[config.mk]
export PLATFORM = sky130hd
export DESIGN_NAME = edge_trigger_top
export DESIGN_NICKNAME = d
export VERILOG_FILES = /design/src/rtl/trig_pkg.sv /design/src/rtl/sample_hold.sv /design/src/rtl/change_detect.sv /design/src/rtl/edge_trig.sv /design/src/rtl/edge_trigger_top.sv
export SDC_FILE = /design/constraint.sdc
export NUM_CORES = 1
export LEC_CHECK = 0
export BUFFER_PORTS_ARGS = -buffer_cell sky130_fd_sc_hd__buf_2
export CORE_MARGIN = 3
export CORE_UTILIZATION = 25
export DETAILED_ROUTE_END_ITERATION = 8
export PLACE_DENSITY = 0.58
export SYNTH_ARGS = -nofsm -noshare
export SYNTH_HDL_FRONTEND = slang
export SYNTH_HIERARCHICAL = 1
export SYNTH_SLANG_ARGS = --single-unit
[constraint.sdc]
create_clock -name clk -period 1.5 [get_ports clk]
set_input_delay 0 -clock clk [delete_from_list [all_inputs] [get_ports clk]]
set_output_delay 0 -clock clk [all_outputs]
set_load 0.005 [all_outputs]
[src/rtl/trig_pkg.sv]
// Package: shared types for the edge trigger block.
// Assumes: nothing beyond the standard language.
package trig_pkg;
    // Direction of the transition the trigger watches for.
    typedef enum logic {
        EDGE_FALL = 1'b0,
        EDGE_RISE = 1'b1
    } edge_dir_e;
endpackage

[src/rtl/sample_hold.sv]
// Module: sample_hold
// Keeps the last strobed channel word and a primed flag.
// The primed flag marks that the word holds a real sample.
// Assumes: smp_stb is a single-cycle qualifier synchronous to clk.
module sample_hold #(
    parameter int CH_W = 8
) (
    input  logic            clk,
    input  logic            rst_n,
    input  logic            stb,
    input  logic [CH_W-1:0] din,
    output logic [CH_W-1:0] held,
    output logic            primed
);
    // Capture the sample and mark the register valid on each strobe.
    always_ff @(posedge clk) begin
        if (!rst_n) begin
            held   <= '0;
            primed <= 1'b0;
        end else if (stb) begin
            held   <= din;
            primed <= 1'b1;
        end
    end
endmodule

[src/rtl/change_detect.sv]
// Module: change_detect
// Flags, in the strobe cycle itself, any difference between the
// incoming word and the held word.
// Assumes: held is valid only when primed is 1.
module change_detect #(
    parameter int CH_W = 8
) (
    input  logic            stb,
    input  logic            primed,
    input  logic [CH_W-1:0] din,
    input  logic [CH_W-1:0] held,
    output logic            evt
);
    logic any_diff;

    // Reduce the bitwise difference to one change bit.
    always_comb begin
        any_diff = |(din ^ held);
        evt      = stb && primed && any_diff;
    end
endmodule

[src/rtl/edge_trig.sv]
// Module: edge_trig
// Detects the configured transition on one selected channel and keeps
// a sticky triggered flag.
// Assumes: CH_W is a power of two, so every index value is a real channel.
module edge_trig #(
    parameter int CH_W  = 8,
    parameter int IDX_W = 3
) (
    input  logic              clk,
    input  logic              rst_n,
    input  logic              stb,
    input  logic              primed,
    input  logic [CH_W-1:0]   din,
    input  logic [CH_W-1:0]   held,
    input  logic [IDX_W-1:0]  sel,
    input  trig_pkg::edge_dir_e dir,
    input  logic              arm,
    input  logic              clr,
    output logic              trig
);
    import trig_pkg::*;

    logic new_bit, old_bit, edge_hit, arm_d, arm_rise, match;

    // Pick the watched channel and decide whether its transition matches.
    always_comb begin
        new_bit  = din[sel];
        old_bit  = held[sel];
        edge_hit = (dir == EDGE_RISE) ? (!old_bit && new_bit)
                                      : (old_bit && !new_bit);
        arm_rise = arm && !arm_d;
        match    = stb && primed && arm && edge_hit;
    end

    // Remember arm so that its rising edge can be seen.
    always_ff @(posedge clk) begin
        if (!rst_n) arm_d <= 1'b0;
        else        arm_d <= arm;
    end

    // Sticky flag: a clear or re-arm wins over a new match.
    always_ff @(posedge clk) begin
        if (!rst_n)               trig <= 1'b0;
        else if (clr || arm_rise) trig <= 1'b0;
        else if (match)           trig <= 1'b1;
    end
endmodule

[src/rtl/edge_trigger_top.sv]
// Module: edge_trigger_top
// Strobed sampling of a channel bus, with change events and a sticky
// single-channel edge trigger for a capture buffer.
// Assumes: smp_stb comes from a rate divider in the same clock domain.
module edge_trigger_top #(
    parameter int CH_W  = 8,
    parameter int IDX_W = (CH_W > 1) ? $clog2(CH_W) : 1
) (
    input  logic             clk,
    input  logic             rst_n,
    input  logic             smp_stb,
    input  logic [CH_W-1:0]  chan_in,
    input  logic [IDX_W-1:0] chan_sel,
    input  logic             edge_rise,
    input  logic             arm,
    input  logic             clr,
    output logic             change_evt,
    output logic [CH_W-1:0]  held_word,
    output logic             trig_flag
);
    import trig_pkg::*;

    logic      primed;
    edge_dir_e dir;

    // Map the raw polarity pin onto the direction type.
    always_comb dir = edge_dir_e'(edge_rise);

    sample_hold #(.CH_W(CH_W)) hold_i (
        .clk(clk), .rst_n(rst_n), .stb(smp_stb), .din(chan_in),
        .held(held_word), .primed(primed)
    );

    change_detect #(.CH_W(CH_W)) chg_i (
        .stb(smp_stb), .primed(primed), .din(chan_in), .held(held_word),
        .evt(change_evt)
    );

    edge_trig #(.CH_W(CH_W), .IDX_W(IDX_W)) trg_i (
        .clk(clk), .rst_n(rst_n), .stb(smp_stb), .primed(primed),
        .din(chan_in), .held(held_word), .sel(chan_sel), .dir(dir),
        .arm(arm), .clr(clr), .trig(trig_flag)
    );
endmodule

==> out/results.txt <==
Data arrival time of the critical path: 1.65 ns
Required time at the endpoint of the critical path: 1.72 ns
Layout cells sized above 1: 37.5%
Die outline height: 57.4 microns
Switch share: 26.8%
Power density over cell area: 781 nW/um^2
Hold Path Cell Cnt: 3
Global Route Usage Sum: 10.2%
Initial DRT Pass Iterations: 2
RePlAce Congestion: 0.789
Area fraction of the dominant cell type after synthesis: 33.4%
Top post-synthesis cells by area: dfxtp_1 (33%), mux4_1 (16%), mux2i_1 (14%), xor2_1 (11%), nor2b_1 (8.5%)
R2R Path End: trg_i/trig
N_diodes: 0
Clock transition at the registers of the reported paths: 0.07 ns
Type of element launching the critical path: flop
Gate count of the mapped netlist: 57
Final-layout setup total negative slack: 0 ns
Number of clock sinks: 11
Launch instance of the worst min-delay path: chan_in[6]
Maximum clock skew at final layout: 0.00283 ns
Biggest area consumer among synthesized cells: dfxtp_1
Post-layout minimum cycle time: 1.43 ns
Crit path kind: reg -> reg
Critical Path Fanout Max: 4
Wire length of the first global-routing pass: 2500 microns
Part of the Yosys area used for sequential elements: 33.4%
Portion of netlist area occupied by mux cells: 31.3%
Tcrit/Tclk final: 95.2%
Starting utilization of the core area: 27.9%
CTS buffer count: 3
Leftover overflow at the end of global routing: 0
Pin count of the biggest net entering global routing: 12
Worst-case reg-to-reg path depth: 4
Combinational family with the most area after synthesis: multiplexers
Number of cell rows: 17
Fraction of the mapped netlist area in simple logic gates: 21.1%
Proportion of power drawn by flip-flops and latches: 48.3%
WL per Instance: 12.6 microns
Metal1 wirelength: 662 microns
TritonCTS clock tree: built
Final #Nets: 106
Via count: 542
Distinct cell type count after synthesis: 18
Total DRC errors in the routed layout: 0
Number of setup buffers added after CTS: 0
Number of antenna violations at the first check in global routing: 0
Detailed placement HPWL: 1180 microns
Met3 wire length: 146 microns
Vias in the first global route: 571
Met2 routed WL: 606 microns
Leak: 0.426 nW
Register bit count reported by yosys: 11
Starting DRT DRC Count: 2
Number of max-cap violations: 0
Worst Hold Slack: 0.0229 ns
Peak Freq: 700 MHz
Commonest non-fill, non-tap cell in the layout: buf_2
CP cell instances: mux4_1, mux2_2, nand4bb_1, nand3_1
Switching power of the nets: 0.000179 W
Deepest level of the CTS H-tree: 1
Setup Viol. Count Final: 0
Final design utilization: 36.4%
Highest cell delay on the worst timing path: 0.50 ns
Parity-gate share of the synthesized area counting xor and xnor cells: 10.6%
Setup repair after global routing missed its margin: false
Maximum clock insertion buffer count: 2
Synthesized-area fraction occupied by ao, oa, aoi and oai cells: 1.90%
Vias per std cell: 4.67
Clock power frac: 30.9%
Syn-to-layout area delta: 30.2%
Result of the run: completed
Final WS setup: 0.0713 ns
Pin slew with the least headroom to its limit: 0.294 ns
Io pins: 27
Rel. slew slack: 80.2%
Sink of the worst hold path: hold_i/held[6]
Netlist area before placement: 659 sq um
Synthesis Warnings: 6
Internal Dissipation: 0.000491 W
Mean instance size in the synthesized netlist: 11.6 sq um
Adder and majority gate portion of the synthesized area: 0%
Part of the power in combinational logic: 20.8%
Worst setup startpoint: hold_i/held[1]
Kind of end point of the critical path: flop
Synthesized net count: 74
Core Box Area: 2360 sq um
Worst path slowest cell: mux4_1
Worst min-delay path class: in -> reg
Total die area: 3290 sq um
Root buf cell: clkbuf_4
DRT Wirelength: 1460 microns
Count of endpoints failing hold in the final timing report: 0
Largest voltage drop on the vdd net: 0.431 mV
Highest routing layer actually used: met4
Number of port buffers: 26
ANT nets after route: 0
Launch point of the worst reg-to-reg path: hold_i/held[1]
Final number of max-transition violations: 0
Post-Place Setup Slack: 0.0784 ns
Clock latency on the worst-skew pair: 0.27 ns
Die X: 57.4 microns
Most frequent cells in the layout: buf_2 (26), dfxtp_1 (10), mux2i_1 (9), nor2b_1 (9), xor2_1 (8)
Worst reg-to-reg setup slack: 0.07 ns
through the flow:
| step | area (sq um) | power [W] | std cells |
|---|---|---|---|
| detailed placement | 821 | 0.000469 | 111 |
| finish | 858 | 0.000670 | 116 |
| CTS | 857 | 0.000683 | 116 |
| floorplan | 659 | 0.000408 | 57 |
| global placement | 821 | 0.000467 | 111 |
| global route | 858 | 0.000715 | 116 |
sequential cells by signal, indices dropped and copies added, names as in the netlist:
name           count
trg_i/trig         1
hold_i/held        8
trg_i/arm_d        1
hold_i/primed      1
area by class of cell:
| class | count | area, sq um |
|---|---|---|
| fill | 247 | 1500 |
| multi-input combinational | 45 | 428 |
| sequential | 11 | 221 |
| timing repair buffer | 28 | 148 |
| tap | 28 | 35.0 |
| clock buffer | 4 | 26.3 |
logic make-up after synthesis:
kind of cell	count (synthesis)
flip-flops	11
AND/OR/NAND/NOR	21
XOR/XNOR	8
multiplexers	14
buffers and inverters	1
AO/OA/AOI/OAI	2
power groups by stage:
| stage | Clock (W) | Sequential (W) | Combinational (W) |
|---|---|---|---|
| after floorplan | 0 | 0.000329 | 0.0000784 |
| after global placement | 0 | 0.000329 | 0.000139 |
| after detailed placement | 0 | 0.000330 | 0.000138 |
| after CTS | 0.000218 | 0.000324 | 0.000141 |
| after global routing | 0.000234 | 0.000327 | 0.000155 |
| final | 0.000207 | 0.000323 | 0.000139 |
how the worst max path moves through the flow:
| stage | to | slack [ns] | cells past startpoint |
|---|---|---|---|
| global placement | trg_i/trig | 0.09 | 4 |
| floorplan | trg_i/trig | 0.12 | 4 |
| detailed placement | trg_i/trig | 0.08 | 4 |
| CTS | trg_i/trig | 0.06 | 4 |
| global route | trg_i/trig | 0.01 | 4 |
| finish | trg_i/trig | 0.07 | 4 |
metal layers:
| layer | vias to the layer above | global-route usage, % |
|---|---|---|
| li1 | 271 | - |
| met1 | 242 | 11.9 |
| met2 | 24 | 15.0 |
| met3 | 5 | 4.30 |
| met4 | 0 | 6.95 |
| met5 | - | 0 |
worst max-delay path: cells and delay by family (launching register included):
kind	cells	cell delay [ns]
multiplexers	2	0.78
flip-flops	1	0.34
AND/OR/NAND/NOR	2	0.26
synth_stat cells:
cell and count:
dfxtp_1 11, mux2i_1 9, nor2b_1 9, xor2_1 8
mux4_1 4, nand2_1 2, nand3_1 2, nor4_1 2
a21oi_1 1, and2_1 1, buf_6 1, mux2_2 1
nand2b_1 1, nand4b_1 1, nand4bb_1 1, nor2_1 1
nor3_4 1, o21a_1 1
repair_timing:
action                                  CTS  global route
endpoints found under the hold margin     1             0
hold buffers                              1             0
resized for setup                         0             1
endpoints found under the setup margin    0             1
(Power assumes the default switching activity.)
